$ cat src/rtl/pgtrk_pkg.sv
package pgtrk_pkg;

    typedef enum logic [2:0] {
        CMD_NOP  = 3'd0,
        CMD_PRE  = 3'd1,
        CMD_ACT  = 3'd2,
        CMD_RW   = 3'd3,
        CMD_PREA = 3'd4
    } cmd_kind_e;

    typedef enum logic [1:0] {
        ACC_HIT      = 2'd0,
        ACC_EMPTY    = 2'd1,
        ACC_CONFLICT = 2'd2
    } acc_class_e;

    typedef enum logic [1:0] {
        SQ_IDLE = 2'd0,
        SQ_ACT  = 2'd1,
        SQ_RW   = 2'd2
    } seq_state_e;

    function automatic acc_class_e classify(input logic is_open, input logic row_eq);
        if (!is_open)
            return ACC_EMPTY;
        else if (row_eq)
            return ACC_HIT;
        else
            return ACC_CONFLICT;
    endfunction

    function automatic logic closed_page(input logic ap_for_cs, input logic limit_zero);
        return ap_for_cs | limit_zero;
    endfunction

endpackage

$ cat src/rtl/pgtrk_bank_table.sv
module pgtrk_bank_table #(
    parameter int NB    = 8,
    parameter int ROW_W = 13,
    parameter int CNT_W = 8,
    parameter int IDX_W = $clog2(NB)
) (
    input  logic                  clk,
    input  logic                  rst,
    input  logic                  clear_all,
    input  logic                  op_valid,
    input  logic [IDX_W-1:0]      op_idx,
    input  logic [ROW_W-1:0]      op_row,
    input  logic                  op_set,
    input  logic                  op_clr,
    input  logic [CNT_W-1:0]      idle_limit,
    output logic [NB-1:0]         open_vec,
    output logic [NB-1:0][ROW_W-1:0] rows,
    output logic [NB-1:0]         expired_vec
);
    localparam logic [CNT_W-1:0] CNT_MAX = '1;

    logic limit_on;
    assign limit_on = (idle_limit != '0);

    for (genvar g = 0; g < NB; g++) begin : g_bank
        logic             open_q;
        logic [ROW_W-1:0] row_q;
        logic [CNT_W-1:0] cnt_q;
        logic             sel;

        assign sel = op_valid && (op_idx == IDX_W'(g));

        always_ff @(posedge clk) begin
            if (rst) begin
                open_q <= 1'b0;
                row_q  <= '0;
                cnt_q  <= '0;
            end else if (clear_all) begin
                open_q <= 1'b0;
                cnt_q  <= '0;
            end else if (sel) begin
                if (op_set) begin
                    open_q <= 1'b1;
                    row_q  <= op_row;
                end else if (op_clr) begin
                    open_q <= 1'b0;
                end
                cnt_q <= '0;
            end else if (open_q && cnt_q != CNT_MAX) begin
                cnt_q <= cnt_q + 1'b1;
            end
        end

        assign open_vec[g]    = open_q;
        assign rows[g]        = row_q;
        assign expired_vec[g] = open_q && limit_on && (cnt_q >= idle_limit);
    end

endmodule

$ cat src/rtl/pgtrk_lowest.sv
module pgtrk_lowest #(
    parameter int N  = 8,
    parameter int IW = $clog2(N)
) (
    input  logic [N-1:0]  vec,
    output logic          found,
    output logic [IW-1:0] idx
);
    always_comb begin
        found = 1'b0;
        idx   = '0;
        for (int i = N - 1; i >= 0; i--) begin
            if (vec[i]) begin
                found = 1'b1;
                idx   = IW'(i);
            end
        end
    end
endmodule

$ cat src/rtl/pgtrk_seq.sv
module pgtrk_seq
    import pgtrk_pkg::*;
#(
    parameter int CS_W   = 1,
    parameter int BANK_W = 2,
    parameter int ROW_W  = 13,
    parameter int IDX_W  = CS_W + BANK_W
) (
    input  logic              clk,
    input  logic              rst,
    input  logic              req_valid,
    input  logic [CS_W-1:0]   req_cs,
    input  logic [BANK_W-1:0] req_bank,
    input  logic [ROW_W-1:0]  req_row,
    input  acc_class_e        req_class,
    input  logic              req_closed,
    input  logic              refresh_due,
    input  logic              exp_found,
    input  logic [IDX_W-1:0]  exp_idx,
    output logic              req_ready,
    output cmd_kind_e         cmd_kind,
    output logic              cmd_ap,
    output logic [CS_W-1:0]   cmd_cs,
    output logic [BANK_W-1:0] cmd_bank,
    output logic [ROW_W-1:0]  cmd_row,
    output logic              clear_all,
    output logic              op_valid,
    output logic [IDX_W-1:0]  op_idx,
    output logic [ROW_W-1:0]  op_row,
    output logic              op_set,
    output logic              op_clr
);
    seq_state_e        state_q, state_d;
    logic              rfsh_pend_q, rfsh_pend_d;
    logic [CS_W-1:0]   p_cs_q, p_cs_d;
    logic [BANK_W-1:0] p_bank_q, p_bank_d;
    logic [ROW_W-1:0]  p_row_q, p_row_d;
    logic              p_ap_q, p_ap_d;

    cmd_kind_e         kind_d;
    logic              ap_d;
    logic [CS_W-1:0]   cs_d;
    logic [BANK_W-1:0] bank_d;
    logic [ROW_W-1:0]  row_d;

    logic rfsh_now;
    assign rfsh_now  = refresh_due || rfsh_pend_q;
    assign req_ready = (state_q == SQ_IDLE) && !rfsh_now;

    always_comb begin
        state_d     = state_q;
        rfsh_pend_d = rfsh_pend_q;
        p_cs_d      = p_cs_q;
        p_bank_d    = p_bank_q;
        p_row_d     = p_row_q;
        p_ap_d      = p_ap_q;
        kind_d      = CMD_NOP;
        ap_d        = 1'b0;
        cs_d        = '0;
        bank_d      = '0;
        row_d       = '0;
        clear_all   = 1'b0;
        op_valid    = 1'b0;
        op_idx      = {p_cs_q, p_bank_q};
        op_row      = p_row_q;
        op_set      = 1'b0;
        op_clr      = 1'b0;

        unique case (state_q)
            SQ_IDLE: begin
                if (rfsh_now) begin
                    kind_d      = CMD_PREA;
                    clear_all   = 1'b1;
                    rfsh_pend_d = 1'b0;
                end else if (req_valid) begin
                    p_cs_d   = req_cs;
                    p_bank_d = req_bank;
                    p_row_d  = req_row;
                    p_ap_d   = req_closed;
                    cs_d     = req_cs;
                    bank_d   = req_bank;
                    op_valid = 1'b1;
                    op_idx   = {req_cs, req_bank};
                    op_row   = req_row;
                    unique case (req_class)
                        ACC_HIT: begin
                            kind_d = CMD_RW;
                            ap_d   = req_closed;
                            op_clr = req_closed;
                        end
                        ACC_EMPTY: begin
                            kind_d  = CMD_ACT;
                            row_d   = req_row;
                            op_set  = 1'b1;
                            state_d = SQ_RW;
                        end
                        default: begin
                            kind_d  = CMD_PRE;
                            op_clr  = 1'b1;
                            state_d = SQ_ACT;
                        end
                    endcase
                end else if (exp_found) begin
                    kind_d   = CMD_PRE;
                    cs_d     = exp_idx[IDX_W-1:BANK_W];
                    bank_d   = exp_idx[BANK_W-1:0];
                    op_valid = 1'b1;
                    op_idx   = exp_idx;
                    op_clr   = 1'b1;
                end
            end
            SQ_ACT: begin
                kind_d   = CMD_ACT;
                cs_d     = p_cs_q;
                bank_d   = p_bank_q;
                row_d    = p_row_q;
                op_valid = 1'b1;
                op_set   = 1'b1;
                state_d  = SQ_RW;
            end
            default: begin
                kind_d   = CMD_RW;
                ap_d     = p_ap_q;
                cs_d     = p_cs_q;
                bank_d   = p_bank_q;
                op_valid = 1'b1;
                op_clr   = p_ap_q;
                state_d  = SQ_IDLE;
            end
        endcase

        if (state_q != SQ_IDLE && refresh_due)
            rfsh_pend_d = 1'b1;
    end

    always_ff @(posedge clk) begin
        if (rst) begin
            state_q     <= SQ_IDLE;
            rfsh_pend_q <= 1'b0;
            p_cs_q      <= '0;
            p_bank_q    <= '0;
            p_row_q     <= '0;
            p_ap_q      <= 1'b0;
            cmd_kind    <= CMD_NOP;
            cmd_ap      <= 1'b0;
            cmd_cs      <= '0;
            cmd_bank    <= '0;
            cmd_row     <= '0;
        end else begin
            state_q     <= state_d;
            rfsh_pend_q <= rfsh_pend_d;
            p_cs_q      <= p_cs_d;
            p_bank_q    <= p_bank_d;
            p_row_q     <= p_row_d;
            p_ap_q      <= p_ap_d;
            cmd_kind    <= kind_d;
            cmd_ap      <= ap_d;
            cmd_cs      <= cs_d;
            cmd_bank    <= bank_d;
            cmd_row     <= row_d;
        end
    end

endmodule

$ cat src/rtl/page_tracker.sv
module page_tracker
    import pgtrk_pkg::*;
#(
    parameter int NUM_CS   = 2,
    parameter int NUM_BANK = 4,
    parameter int ROW_W    = 13,
    parameter int IDLE_W   = 8,
    localparam int CS_W    = $clog2(NUM_CS),
    localparam int BANK_W  = $clog2(NUM_BANK),
    localparam int IDX_W   = CS_W + BANK_W,
    localparam int NB      = NUM_CS * NUM_BANK
) (
    input  logic              clk,
    input  logic              rst,
    input  logic              req_valid,
    output logic              req_ready,
    input  logic [CS_W-1:0]   req_cs,
    input  logic [BANK_W-1:0] req_bank,
    input  logic [ROW_W-1:0]  req_row,
    input  logic              refresh_due,
    input  logic [NUM_CS-1:0] ap_en,
    input  logic [IDLE_W-1:0] idle_limit,
    output logic              cmd_valid,
    output logic [2:0]        cmd_kind,
    output logic              cmd_ap,
    output logic [CS_W-1:0]   cmd_cs,
    output logic [BANK_W-1:0] cmd_bank,
    output logic [ROW_W-1:0]  cmd_row,
    output logic [NB-1:0]     bank_open
);
    logic [NB-1:0]            open_vec;
    logic [NB-1:0][ROW_W-1:0] rows;
    logic [NB-1:0]            expired_vec;
    logic                     exp_found;
    logic [IDX_W-1:0]         exp_idx;
    logic                     clear_all, op_valid, op_set, op_clr;
    logic [IDX_W-1:0]         op_idx;
    logic [ROW_W-1:0]         op_row;
    logic [IDX_W-1:0]         req_idx;
    acc_class_e               req_class;
    logic                     req_closed;
    cmd_kind_e                kind;

    assign req_idx    = {req_cs, req_bank};
    assign req_class  = classify(open_vec[req_idx], rows[req_idx] == req_row);
    assign req_closed = closed_page(ap_en[req_cs], idle_limit == '0);

    pgtrk_bank_table #(
        .NB(NB), .ROW_W(ROW_W), .CNT_W(IDLE_W), .IDX_W(IDX_W)
    ) table_i (
        .clk(clk), .rst(rst), .clear_all(clear_all),
        .op_valid(op_valid), .op_idx(op_idx), .op_row(op_row),
        .op_set(op_set), .op_clr(op_clr), .idle_limit(idle_limit),
        .open_vec(open_vec), .rows(rows), .expired_vec(expired_vec)
    );

    pgtrk_lowest #(.N(NB), .IW(IDX_W)) pick_i (
        .vec(expired_vec), .found(exp_found), .idx(exp_idx)
    );

    pgtrk_seq #(
        .CS_W(CS_W), .BANK_W(BANK_W), .ROW_W(ROW_W), .IDX_W(IDX_W)
    ) seq_i (
        .clk(clk), .rst(rst),
        .req_valid(req_valid), .req_cs(req_cs), .req_bank(req_bank),
        .req_row(req_row), .req_class(req_class), .req_closed(req_closed),
        .refresh_due(refresh_due), .exp_found(exp_found), .exp_idx(exp_idx),
        .req_ready(req_ready), .cmd_kind(kind), .cmd_ap(cmd_ap),
        .cmd_cs(cmd_cs), .cmd_bank(cmd_bank), .cmd_row(cmd_row),
        .clear_all(clear_all), .op_valid(op_valid), .op_idx(op_idx),
        .op_row(op_row), .op_set(op_set), .op_clr(op_clr)
    );

    assign cmd_kind  = kind;
    assign cmd_valid = (kind != CMD_NOP);
    assign bank_open = open_vec;

endmodule

$ cat config.mk
export PLATFORM = sky130hd
export DESIGN_NAME = page_tracker
export DESIGN_NICKNAME = d
export VERILOG_FILES = /design/src/rtl/pgtrk_pkg.sv /design/src/rtl/pgtrk_bank_table.sv /design/src/rtl/pgtrk_lowest.sv /design/src/rtl/pgtrk_seq.sv /design/src/rtl/page_tracker.sv
export SDC_FILE = /design/constraint.sdc
export NUM_CORES = 1
export LEC_CHECK = 0
export ABC_AREA = 1
export BUFFER_PORTS_ARGS = -buffer_cell sky130_fd_sc_hd__buf_2
export CAP_MARGIN = 20
export CORE_MARGIN = 3
export CORE_UTILIZATION = 35
export CTS_CLUSTER_DIAMETER = 120
export DETAILED_ROUTE_END_ITERATION = 16
export PLACE_DENSITY = 0.48
export SKIP_LAST_GASP = 1
export SLEW_MARGIN = 20
export SYNTH_ARGS = -nofsm -noshare
export SYNTH_HDL_FRONTEND = slang
export SYNTH_HIERARCHICAL = 1
export SYNTH_SLANG_ARGS = --single-unit
export TNS_END_PERCENT = 100
$ cat constraint.sdc
create_clock -name clk -period 4.9 [get_ports clk]
set_input_delay 0.49 -clock clk [delete_from_list [all_inputs] [get_ports clk]]
set_output_delay 0.49 -clock clk [all_outputs]
set_load 0.005 [all_outputs]
==> results.txt, run 1 <==
The run finished with clean final reports. The number of antenna diodes in the final layout is 0. The area fraction in compound gates after synthesis works out to 11.1%. The top cell types in the final layout, fill and taps aside, are sky130_fd_sc_hd__nand2_1 (641), sky130_fd_sc_hd__dfxtp_1 (216), sky130_fd_sc_hd__inv_1 (200).

For this design the total switching power over the nets is 1.18 mW. Using the TritonRoute via totals, the vias-per-cell ratio works out to 4.95. For the finished layout, the period the worst path requires is 3750 ps.

Broken down by cell family, the worst path's largest delay share belongs to simple AND/OR/NAND/NOR gates. The mean area per synthesized cell was 6.54 sq um. The first detailed-routing pass took 5 iterations.

Net switching is 27.7% of the power. The leakage dissipation came out at 5.77 nW. The layer with the highest usage is met2. The number of clock buffers added by TritonCTS is 27.

Internal power comes to 3.07 mW. The worst-case headroom to the max-slew limit is 31.9%. The number of antenna violations at the first check in global routing was 0. The worst slack at placement is 595 ps. The combined global-route utilization of all metal layers came out at 19.0%. Across all setup checks in the final design, the least slack found is 1150 ps.

The area fraction in and, or, nand and nor cells after synthesis works out to 35.7%. TritonCTS built the clock tree. In the post-synthesis netlist, the biggest area contributors are sky130_fd_sc_hd__dfxtp_1 (34%), sky130_fd_sc_hd__nand2_1 (19%), sky130_fd_sc_hd__a21oi_1 (7.4%), sky130_fd_sc_hd__ha_1 (7.2%), sky130_fd_sc_hd__nand3_1 (6.9%). The xor/xnor share of the synthesized area came out at 0.278%. Cell type with the highest occurrence count on the critical path: sky130_fd_sc_hd__nand2_1. The total DRC errors in the routed layout came out at 0.

The fraction of layout instances using a drive strength above 1 is 9.05%, and the total area of multi-input combinational cells is 6830 sq um. The slowest library cell on the worst path was sky130_fd_sc_hd__nand4_1. For the net count of the mapped netlist, the log shows 2,026. The total area inside the core boundary comes to 35,000 sq um. The clock reaches the later pin of the worst-skew pair after 560 ps. The H-tree depth is 1.

The worst setup path is captured at a flop. Setup repair after global routing left no endpoint under its margin. The post-DP HPWL is 26,000 microns, and the clock-pin slew reported for the worst setup and hold paths after clock tree synthesis is 60 ps. Maximum cell stage delay along the critical path: 460 ps. The pin slew with the least headroom to its limit is 1020 ps. Worst hold-check slack: 212 ps. The worst setup path is launched from a primary input.

Yosys mapped the design onto 42 distinct sky130hd cell types. Across the routed clock network, the largest skew measured is 15.2 ps. By area, the combinational part of the netlist is dominated by simple AND/OR/NAND/NOR gates. Hold buffer count at CTS: 0. After synthesis, the largest area contributor takes up 34.4% of total cell area. By startpoint and endpoint, the worst setup path is classified as primary input to flop. For the final routed database, the setup TNS stands at 0 ps. In this run the core area contains 68 standard-cell rows. The run gives 23.1% as the routing usage on met1. The portion of synthesized area spent on multiplexers is 0%. Routed wire length per instance: 15.3 microns. The sequential cell area came out at 4320 sq um. For this configuration, the core starts out at a cell density of 36.0%. Number of fill cells: 3,782.

The top-level I/O count is 60, and the net total in the final layout is 2,027. The setup fix buffers added after clock tree synthesis is 0, and the cell area after synthesis is 12,600 sq um. The first global-routing pass estimated 59,600 microns of wire. The share of total power dissipated in sequential elements is 42.2%.

The run gives 6 as the synthesis warning total. The clock passes through at most 3 buffers. The number of instances resized during post-cts repair was 0. The die covers 38,300 sq um.

The power per standard cell area was 308 nW/um^2; the power share of the combinational group was 10.9%. The largest voltage drop on the vdd net is 0.233 mV. The number of port buffers is 59, and the number of buffer and inverter instances along the worst setup path is 3. The worst hold path belongs to the class primary input to flop. The fraction of registers with async set or reset after synthesis works out to 0%. The tool flagged a number of max-cap violations equal to 0. The signal on the critical path passes through buf_2, inv_1, nand4_1, o21ai_0, a21oi_1, or2_1, nor3_2, nand2_1, nor2_1, nor2_1, nand2_1, nand2_1, nand2_1, nand2_1, nor2_2, nand2_2, inv_2, nand2_1, a21oi_1. The area growth from synthesis to layout is 9.65%. The most used flip-flop cell after synthesis is sky130_fd_sc_hd__dfxtp_1.

The initial detailed-routing violation count is 595. The largest net degree at the start of global routing is 74. In this run, the clock network consumes 46.9% of the power. The post-synthesis adder-cell area fraction is 7.16%.

Across all layers, the routed design uses 11.9k vias. Measured along the y axis, the die boundary spans 196 microns. The remaining antenna violation count after routing was 0. Cell taking the most area after synthesis: sky130_fd_sc_hd__dfxtp_1.

Global routing finished with a remaining overflow of 0. The design draws 4.25 mW. The portion of the post-synthesis area used by sequential elements is 34.4%. Data on the critical path arrives at its endpoint at 4230 ps. The synthesized design contains 0 enable-type register cells. The floorplan step set the die width to 196 microns. The logs give 0.267 GHz for the peak clock frequency supported by timing and 36,700 microns for the detailed-route wire length.

For this design, the sink count on the clock tree is 216. For the required time of the critical path, the log shows 5380 ps. Leaving out fill and tap cells, the most frequent cell in the layout is sky130_fd_sc_hd__nand2_1. Global routing consumed, on the met3 layer, 2.38% of the routing resources. The logs give 0 for the number of endpoints failing setup at the final stage and 1,924 for the post-synthesis cell count. The congestion estimate from routability-driven global placement came to 0.800. The synthesis-stage register bit count came out at 216. The tree is rooted in a sky130_fd_sc_hd__clkbuf_16. In the global route stage, met2 resource usage came out at 34.9%. The worst path uses 76.5% of the clock period. The utilization after layout is 39.5%. The logs give 11.2k for the number of global-route vias before repair and 0 for the final hold violation count. The number of max-slew violations in the final report is 0.

In this run the worst path has a maximum fanout of 14.
area by class of cell:
type                            instances  share of cell area (%)
Inverter                              210                    5.75
Tap cell                              455                    4.13
Clock inverter                         13                    1.02
Timing Repair Buffer                   72                    2.87
Clock buffer                           35                    5.40
Multi-Input combinational cell       1398                    49.5
Sequential cell                       216                    31.3
worst register-to-register path, delay by kind of cell (launching register included):
family	cells	cell delay, ps
DFF	1	370
adders and majority gates	1	270
AOI/OAI and AO/OA	2	310
buffers and inverters	5	610
and+or+nand+nor	16	1930
final timing paths:
kind	from	endpoint	slack [ps]	cells past startpoint
min	req_row[3]	seq_i/cmd_row[3]	210	3
max	idle_limit[1]	table_i/g_bank[3].row_q[5]	1150	19
min reg2reg	table_i/g_bank[2].row_q[6]	table_i/g_bank[2].row_q[6]	460	2
max reg2reg	table_i/g_bank[2].cnt_q[0]	table_i/g_bank[3].row_q[5]	1320	24
registers in the layout, indices dropped and copies added (netlist names), 2 cells and up:
name,count
seq_i/cmd_bank,2
seq_i/cmd_kind,3
seq_i/cmd_row,13
seq_i/p_bank_q,2
seq_i/p_row_q,13
seq_i/state_q,2
table_i/g_bank.cnt_q,64
table_i/g_bank.open_q,8
table_i/g_bank.row_q,104
cell usage after synthesis (2+ instances only):
cell type and number:
sky130_fd_sc_hd__nor2_4 4, sky130_fd_sc_hd__nor2_2 10, sky130_fd_sc_hd__nor4_1 2, sky130_fd_sc_hd__buf_6 15
sky130_fd_sc_hd__buf_1 3, sky130_fd_sc_hd__buf_2 40, sky130_fd_sc_hd__inv_1 200, sky130_fd_sc_hd__inv_2 9
sky130_fd_sc_hd__o21ai_1 16, sky130_fd_sc_hd__ha_1 72, sky130_fd_sc_hd__a21oi_2 10, sky130_fd_sc_hd__nand3_1 174
sky130_fd_sc_hd__nand3_2 3, sky130_fd_sc_hd__o21a_1 7, sky130_fd_sc_hd__xor2_1 4, sky130_fd_sc_hd__nor3_1 16
sky130_fd_sc_hd__buf_4 23, sky130_fd_sc_hd__nand2_1 641, sky130_fd_sc_hd__clkbuf_1 17, sky130_fd_sc_hd__nand3b_1 16
sky130_fd_sc_hd__nor2_1 146, sky130_fd_sc_hd__nand4_1 23, sky130_fd_sc_hd__o21ai_0 28, sky130_fd_sc_hd__a211oi_1 2
sky130_fd_sc_hd__nand2_2 19, sky130_fd_sc_hd__dfxtp_1 216, sky130_fd_sc_hd__a31oi_1 7, sky130_fd_sc_hd__a21oi_1 187
routing by layer:
metal / wire length (microns) / vias to the layer above
met5: 0 / -
met1: 16200 / 5510
li1: - / 6155
met2: 18500 / 153
met3: 972 / 56
met4: 1010 / 0
power groups by stage:
stage | registers (mW) | logic, mW | clock network [mW]
after detailed placement | 1.83 | 0.468 | 0
after floorplan | 1.83 | 0.332 | 0
after global placement | 1.83 | 0.467 | 0
after global routing | 1.79 | 0.520 | 2.13
final | 1.79 | 0.464 | 1.99
after CTS | 1.79 | 0.470 | 2.06
through the flow:
| stage | cells | instance area, sq um |
|---|---|---|
| 2_1_floorplan | 1924 | 12600 |
| 3_3_place_gp | 2351 | 12900 |
| 3_5_place_dp | 2351 | 12900 |
| 4_1_cts | 2399 | 13800 |
| 5_1_grt | 2399 | 13800 |
| 6_report | 2399 | 13800 |
kinds of logic (layout without fill, tap and decap cells):
family / count (synthesis) / in the layout
XOR/XNOR: 4 / 4
buffers and inverters: 310 / 330
AO/OA/AOI/OAI: 263 / 263
AND/OR/NAND/NOR: 1059 / 1059
adder cells (fa/ha/maj): 72 / 72
flip-flops: 216 / 216
No activity file was read; power rests on OpenSTA's default activity.
==> run 2, diff against run 1 <==
--- a/config.mk
+++ b/config.mk
@@ -12,7 +12,7 @@
 export CORE_UTILIZATION = 35
 export CTS_CLUSTER_DIAMETER = 120
 export DETAILED_ROUTE_END_ITERATION = 16
-export PLACE_DENSITY = 0.48
+export PLACE_DENSITY = 0.5
 export SKIP_LAST_GASP = 1
 export SLEW_MARGIN = 20
 export SYNTH_ARGS = -nofsm -noshare
==> constraint.sdc (replaced) <==
create_clock -name clk -period 3.2 [get_ports clk]
set_input_delay 0.32 -clock clk [delete_from_list [all_inputs] [get_ports clk]]
set_output_delay 0.32 -clock clk [all_outputs]
set_load 0.005 [all_outputs]
==> results.txt, run 2 (same netlist as run 1, synthesis figures left out) <==
The worst min-delay path startpoint was req_row[4]. The largest net degree at the start of global routing is 92 (+24%). The number of port buffers was 59 (unchanged). The logs give 18.8% (-0.18 points) for the combined global-route utilization of all metal layers and 0 (unchanged) for the number of endpoints failing setup at the final stage. The die boundary height is 196 microns (unchanged), and the count of maximum capacitance violations is 0 (unchanged). The largest fanout on the critical path came out at 13 (-1). The tools report the kind of end point of the critical path as a flop. The area growth from synthesis to layout is 19.5%. The sum of met3 wire segment lengths after detailed routing came out at 1170 microns (+20%). The run gives 0.399 mV (+71%) as the largest voltage drop on the vdd net. The H-tree depth was 1 (unchanged); the average via count per standard cell was 4.85 (-1.9%). For the final weighted congestion in routability-driven placement, the log shows 0.803 (+0.44%). The final critical path time including I/O delays and setup works out to 3060 ps.

The fraction of layout instances using a drive strength above 1 was 15.4% (+6.3 points). The tools report the worst hold-check slack as 57.2 ps (-155 ps). After detailed routing, no signal wire sits above met4. The clock-pin slew reported for the worst setup and hold paths after clock tree synthesis came out at 60 ps (about the same).

The worst path uses 95.6% of the clock period. The hold buffer count at CTS came out at 0 (unchanged). The largest registers in the layout are table_i/g_bank.row_q x104, table_i/g_bank.cnt_q x64. The logs give 11.6k (+3.3%) for the number of global-route vias before repair and 13,900 sq um (+7.7%) for the area after detailed placement.

The total DRC errors in the routed layout was 0 (unchanged); the data arrival at the endpoint of the critical path was 3440 ps (-790 ps). The logs give 31.0% (-0.94 points) for the worst-case headroom to the max-slew limit and 12.2k (+2.6%) for the count of vias placed by the detailed router. The pin slew with the least headroom to its limit works out to 1030 ps (+17.9 ps). In the layout the commonest cells are sky130_fd_sc_hd__nand2_1 (631), sky130_fd_sc_hd__dfxtp_1 (206), sky130_fd_sc_hd__inv_1 (198). The setup TNS was 0 ps (unchanged); the number of diodes was 0 (unchanged). The total CTS buffers came out at 27 (unchanged). The class of the most critical hold timing path was primary input to flop.

The root buffer cell chosen for the clock tree is sky130_fd_sc_hd__clkbuf_16. Detailed-route wire length: 37,200 microns (+1.2%). Setup repair after global routing could not meet its margin everywhere. The net total in the final layout is 2,137 (+5.4%). For the number of antenna violations at the first check in global routing, the log shows 0 (unchanged).

Total die area: 38,300 sq um (unchanged). The tools report the starting density of the core as 36.0% (unchanged). The tools report the number of max-slew violations in the final report as 0 (unchanged).

Leaving out fill and tap cells, the most frequent cell in the layout is sky130_fd_sc_hd__nand2_1. The tools report the row count as 68 (unchanged). The worst slack at placement is -325 ps (-920 ps). The tools report the total non-filler cell area in the finished layout as 15,000 sq um (+9.0%).

Leakage dissipation: 6.45 nW (+12%). The remaining antenna violation count after routing is 0 (unchanged), and the clock sink total is 216 (unchanged). The clock latency on the worst-skew pair was 550 ps (about the same).

The end point of the most critical hold path was seq_i/cmd_row[4]. Initial detailed-routing violation count: 609 (+2.4%). The logs give 3 (unchanged) for the maximum number of buffers from clock root to sink and 0 (unchanged) for the final hold violation count.

The startpoint identified for the worst register-to-register timing path is table_i/g_bank[6].cnt_q[5]. For the met1 wire length, the log shows 16,500 microns (+1.6%). The number of cells on the worst hold path came out at 3 (unchanged). The logs give 59,500 microns (-0.14%) for the first-pass GRT wire length and 5 (unchanged) for the first-pass detailed-route iteration total. The tools report the sum of met2 wire segment lengths after detailed routing as 18,700 microns (+1.1%). The sum of overflow across all layers after global routing was 0 (unchanged). The flow ran to the end, and the final reports show no timing, DRC or antenna violations. The endpoint identified for the worst register-to-register timing path is table_i/g_bank[1].row_q[8]. The depth of the most critical reg-to-reg path works out to 17 (-29%). TritonCTS built the clock tree. The routed wire length per instance came out at 14.8 microns (-3.2%). The post-route clock skew was 10.7 ps (-4.53 ps).

The x dimension of the die was 196 microns (unchanged). Register-to-register setup slack: 140 ps (-1180 ps). The worst setup path is launched from a flop. Derived from the worst setup path, the maximum achievable clock frequency is 0.327 GHz. The tools report the top-level I/O count as 60 (unchanged).

The required time of the critical path was 3580 ps (-1800 ps). Core region area: 35,000 sq um (unchanged). The flip-flop count of the largest register after layout is 104 (unchanged). The total power after layout came out at 6.64 mW (+56%). Ranked by flip-flop count, first place goes to table_i/g_bank.row_q. The post-DP HPWL came out at 26,300 microns (+0.92%). The power per standard cell area came out at 442 nW/um^2 (+43%). The critical path is of the flop to flop type. The final worst-path setup slack came out at 141 ps (-1010 ps).
-- run 2: power by group --
part / internal (mW) / switching (mW) / total [mW]
Sequential: 2.72 / 0.0186 / 2.74
Clock: 1.83 / 1.21 / 3.04
Combinational: 0.288 / 0.576 / 0.864
-- run 2: layout make-up --
| class | count | area, sq um |
|---|---|---|
| multi-input combinational | 1398 | 6990 |
| clock buffer | 42 | 782 |
| clock inverter | 6 | 83.8 |
| sequential | 216 | 4340 |
| timing repair buffer | 182 | 1480 |
| fill | 3648 | 19900 |
| inverter | 210 | 801 |
| tap | 455 | 569 |
-- run 2: critical path: stages, from the launching register on --
cell,delay (ps)
sky130_fd_sc_hd__dfxtp_1,420
sky130_fd_sc_hd__ha_1,290
sky130_fd_sc_hd__a21oi_1,140
sky130_fd_sc_hd__o21a_1,130
sky130_fd_sc_hd__a21oi_1,70
sky130_fd_sc_hd__or2_1,270
sky130_fd_sc_hd__nor3_4,220
sky130_fd_sc_hd__nand2_2,120
sky130_fd_sc_hd__nand3_1,100
sky130_fd_sc_hd__nand2_1,80
sky130_fd_sc_hd__nand3_1,120
sky130_fd_sc_hd__nand2_2,100
sky130_fd_sc_hd__inv_1,130
sky130_fd_sc_hd__nand2_2,120
sky130_fd_sc_hd__nor2_4,240
sky130_fd_sc_hd__nand2_4,180
sky130_fd_sc_hd__nand2_1,100
sky130_fd_sc_hd__a21oi_1,60
-- run 2: layer usage --
metal / vias up / GRT usage, %
met5: - / 0
met1: 5598 / 23.1
met3: 51 / 2.43
met2: 166 / 34.7
li1: 6366 / -
met4: 0 / 4.36
-- run 2: through the flow --
stage          util, %  cells
2_1_floorplan        -   1924
3_3_place_gp      39.8   2457
3_5_place_dp      39.8   2457
4_1_cts           42.2   2505
5_1_grt           43.0   2509
6_report          43.0   2509
-- run 2: how the worst max path moves through the flow --
stage,startpoint,end,slack [ps],cells past startpoint
finish,table_i/g_bank[6].cnt_q[5],table_i/g_bank[1].row_q[8],140,17
global placement,req_bank[0],table_i/g_bank[0].row_q[8],-230,26
global route,table_i/g_bank[6].cnt_q[1],table_i/g_bank[1].cnt_q[5],-100,21
detailed placement,idle_limit[6],table_i/g_bank[3].cnt_q[7],-330,21
CTS,table_i/g_bank[7].cnt_q[7],table_i/g_bank[4].cnt_q[2],30,22
floorplan,idle_limit[7],table_i/g_bank[7].row_q[5],310,23
-- run 2: repair_timing --
item                                    4_1_cts  5_1_grt
gates resized for setup                       0       67
setup buffers                                 0        3
endpoints found under the setup margin        0      173
==> run 3, diff against run 2 <==
--- a/config.mk
+++ b/config.mk
@@ -9,10 +9,10 @@
 export BUFFER_PORTS_ARGS = -buffer_cell sky130_fd_sc_hd__buf_2
 export CAP_MARGIN = 20
 export CORE_MARGIN = 3
-export CORE_UTILIZATION = 35
+export CORE_UTILIZATION = 63
 export CTS_CLUSTER_DIAMETER = 120
 export DETAILED_ROUTE_END_ITERATION = 16
-export PLACE_DENSITY = 0.5
+export PLACE_DENSITY = 0.79
 export SKIP_LAST_GASP = 1
 export SLEW_MARGIN = 20
 export SYNTH_ARGS = -nofsm -noshare
==> constraint.sdc (replaced) <==
create_clock -name clk -period 3.55 [get_ports clk]
set_input_delay 0.355 -clock clk [delete_from_list [all_inputs] [get_ports clk]]
set_output_delay 0.355 -clock clk [all_outputs]
set_load 0.005 [all_outputs]
==> results.txt, run 3 (same netlist as run 1, synthesis figures left out) <==
The data arrival at the endpoint of the critical path was 3740 ps (+300 ps); the internal power was 4.17 mW (-14%). STA classifies the critical path startpoint as a flop. The power share of the combinational group was 11.5% (-1.5 points). Traced cell by cell, the critical path runs through inv_1, ha_1, nand2_1, nand3b_1, nand2_1, nand2_1, nand2_1, a21oi_1, or2_1, nor3_2, nand2_1, nor2_1, nor2_1, nand2_1, nand2_1, nand2_1, nand2_2, nor2_2, inv_2, nor2_4, buf_4, nand2_1, a21oi_1. The fraction of layout instances using a drive strength above 1 came out at 10.1% (-5.3 points). The path with the worst hold slack has its endpoint at seq_i/cmd_row[4]. The tools report the count of maximum capacitance violations as 0 (unchanged).

The tools report the register share of total power as 43.9% (+2.6 points). The startpoint identified for the worst register-to-register timing path is table_i/g_bank[7].cnt_q[0]. The post-DP HPWL was 22,800 microns (-13%).

The tools report the total DRC errors in the routed layout as 0 (unchanged). TritonCTS built the clock tree. The first-pass detailed-route iteration total came out at 8 (+3).

The largest voltage drop on the vdd net was 0.387 mV (-3.1%). The pin slew with the least headroom to its limit was 670 ps (-365 ps); the row count was 51 (-25%). The average via count per standard cell works out to 5.49 (+13%). After detailed routing, no signal wire sits above met4.

The logs give 5.89 nW (-8.7%) for the leakage dissipation and 520 ps (-30 ps) for the clock latency on the worst-skew pair. The terminus of the critical flop-to-flop path is table_i/g_bank[7].row_q[9]. The register with the most flip-flops was table_i/g_bank.row_q. The number of port buffers was 59 (unchanged). By startpoint and endpoint, the worst setup path is classified as flop to flop. The maximum cell stage delay along the critical path is 370 ps (-50 ps), and the total die area is 21,700 sq um (-43%).

The min-delay analysis places its worst path in the category primary input to flop. The tools report the number of max-slew violations in the final report as 0 (unchanged). The number of cells on the worst hold path is 3 (unchanged), and the clock-pin slew reported for the worst setup and hold paths after clock tree synthesis is 60 ps (about the same). The H-tree depth is 1 (unchanged). The x dimension of the die came out at 147 microns (-25%). In this design, the critical path's most frequently occurring cell is sky130_fd_sc_hd__nand2_1.

The tools report the number of fill cells as 1,760 (-52%). In this run the most critical hold path is launched from req_row[4]. The logs give 2,231 (-11%) for the final cell count without fillers and 0 (unchanged) for the number of antenna violations at the first check in global routing. The run gives 12,900 sq um (-6.9%) as the area after detailed placement.

The library cells used most frequently in the layout, excluding fill and tap cells, are sky130_fd_sc_hd__nand2_1 (640), sky130_fd_sc_hd__dfxtp_1 (215), sky130_fd_sc_hd__inv_1 (200). The tools report the starting density of the core as 64.4% (+28 points). The logs give 0.303 GHz (-7.2%) for the peak clock frequency supported by timing and 19,500 sq um (-44%) for the core region area. The run gives 2,190 (-11%) as the post-placement cell count. For the total CTS buffers, the log shows 24 (-11%). The leading cell type in the layout, fill and taps excluded was sky130_fd_sc_hd__nand2_1.

For the worst slack at placement, the log shows -85.0 ps (+240 ps). The total non-filler cell area in the finished layout came out at 13,800 sq um (-8.5%). The flow ran to the end, and the final reports show no timing, DRC or antenna violations. The largest fanout on the critical path was 10 (-3); the setup fix buffers added after clock tree synthesis was 0 (unchanged).

The net switching share of the total power came out at 25.9% (-1.2 points). The kind of end point of the critical path is a flop. For the number of diodes, the log shows 0 (unchanged).

The number of buffer and inverter instances along the worst setup path is 3 (+2), and the power per standard cell area is 409 nW/um^2 (-7.4%). The flip-flop count of the largest register after layout works out to 104 (unchanged). The total power after layout was 5.63 mW (-15%).

The tools report the largest net degree at the start of global routing as 141 (+53%). The run gives 0.912 (+14%) as the final weighted congestion in routability-driven placement. On the critical path the largest part of the delay comes from simple AND/OR/NAND/NOR gates. The routed wire length per instance was 14.3 microns (-3.2%); the combined global-route utilization of all metal layers was 29.2% (+10 points). The net total in the final layout is 2,053 (-3.9%), and the area added between synthesis and finish is 9.35%. Setup repair after global routing could not meet its margin everywhere. First-pass GRT wire length: 53,600 microns (-9.9%).

The count of vias placed by the detailed router was 12.2k (+0.53%); the worst-case headroom to the max-slew limit was 54.8% (+24 points). The tools report the number of endpoints failing setup at the final stage as 0 (unchanged). Final critical path time including I/O delays and setup: 3300 ps (+238 ps).

The register-to-register setup slack came out at 250 ps (+110 ps). The setup TNS was 0 ps (unchanged); the required time of the critical path was 3990 ps (+410 ps). The clock share of power was 44.5% (-1.2 points); the clock sink total was 216 (unchanged). The sum of overflow across all layers after global routing was 0 (unchanged). The clock tree root driver cell is sky130_fd_sc_hd__clkbuf_16. The depth of the most critical reg-to-reg path came out at 23 (+6). The largest registers in the layout are table_i/g_bank.row_q x104, table_i/g_bank.cnt_q x64. The sum of met3 wire segment lengths after detailed routing was 1650 microns (+42%); the top-level I/O count was 60 (unchanged).

The tools report the net switching power figure as 1.46 mW (-19%). The logs give 908 (+49%) for the initial detailed-routing violation count and 32,000 microns (-14%) for the detailed-route wire length. The final worst-path setup slack is 253 ps (+112 ps), and the die boundary height is 147 microns (-25%). The sequential cell area is 4330 sq um (-0.26%), and the met1 wire length is 12,900 microns (-22%). The slowest library cell on the worst path is sky130_fd_sc_hd__dfxtp_1. The run gives 0 (unchanged) as the final hold violation count. For the utilization after layout, the log shows 70.5% (+27 points).

The remaining antenna violation count after routing was 0 (unchanged). The run gives 125 ps (+68.0 ps) as the worst hold-check slack. The tools report the sum of met2 wire segment lengths after detailed routing as 16,200 microns (-13%). The post-route clock skew is 8.21 ps (-2.46 ps). The run gives 11.5k (-0.16%) as the number of global-route vias before repair.

The maximum number of buffers from clock root to sink was 3 (unchanged); the total area of multi-input combinational cells was 6850 sq um (-2.0%). The portion of the clock cycle consumed by the worst path in the final layout works out to 92.9% (-2.7 points).
[run 3: cell types whose count changed in the layout (fill, tap and decap cells not counted), moves of 7 or more]
cell / before / now
sky130_fd_sc_hd__buf_4: 99 / 39
sky130_fd_sc_hd__buf_12: 17 / 4
sky130_fd_sc_hd__dfxtp_1: 206 / 215
sky130_fd_sc_hd__dfxtp_2: 10 / 1
sky130_fd_sc_hd__nand2_1: 631 / 640
sky130_fd_sc_hd__nor2_1: 138 / 146
sky130_fd_sc_hd__nor2_4: 14 / 7
[run 3: area by class of cell]
cell class / count / share of cell area [%]
well taps: 265 / 2.41
repair buffers: 101 / 4.82
clock inverters: 5 / 0.573
flip-flops and latches: 216 / 31.4
multi-input cells: 1398 / 49.8
clock buffers: 36 / 5.21
inverters: 210 / 5.79
[run 3: metal layers]
| layer | GRT usage, % | vias to the layer above |
|---|---|---|
| li1 | - | 6202 |
| met1 | 34.5 | 5601 |
| met2 | 53.0 | 347 |
| met3 | 3.55 | 95 |
| met4 | 12.9 | 0 |
| met5 | 0 | - |
[run 3: timing repair]
action	in CTS	in global routing
resized for setup	0	7
endpoints found under the setup margin	0	74
hold buffers	0	0
[run 3: worst max path at each step]
stage                                from  slack [ps]                         end  cells after the start
6_report       table_i/g_bank[7].cnt_q[0]         250  table_i/g_bank[7].row_q[9]                     23
4_1_cts        table_i/g_bank[7].cnt_q[0]         280  table_i/g_bank[2].row_q[7]                     21
5_1_grt        table_i/g_bank[5].cnt_q[0]         -60  table_i/g_bank[7].row_q[8]                     25
3_5_place_dp                idle_limit[5]         -90  table_i/g_bank[7].row_q[8]                     21
3_3_place_gp                idle_limit[5]          30  table_i/g_bank[7].row_q[0]                     21
2_1_floorplan               idle_limit[7]         620  table_i/g_bank[7].row_q[5]                     23
[run 3: power groups by stage]
stage,combinational [mW],sequential (mW),clock (mW)
5_1_grt,0.723,2.48,2.65
2_1_floorplan,0.459,2.52,0
3_3_place_gp,0.624,2.53,0
4_1_cts,0.640,2.47,2.55
6_report,0.649,2.47,2.51
3_5_place_dp,0.636,2.53,0
[run 3: worst register-to-register path, delay by kind of cell (launching register included)]
| kind | cells | cell delay (ps) |
|---|---|---|
| fa+ha+maj | 1 | 270 |
| buf+inv | 3 | 380 |
| flops | 1 | 370 |
| simple gates | 17 | 1990 |
| compound gates | 2 | 210 |
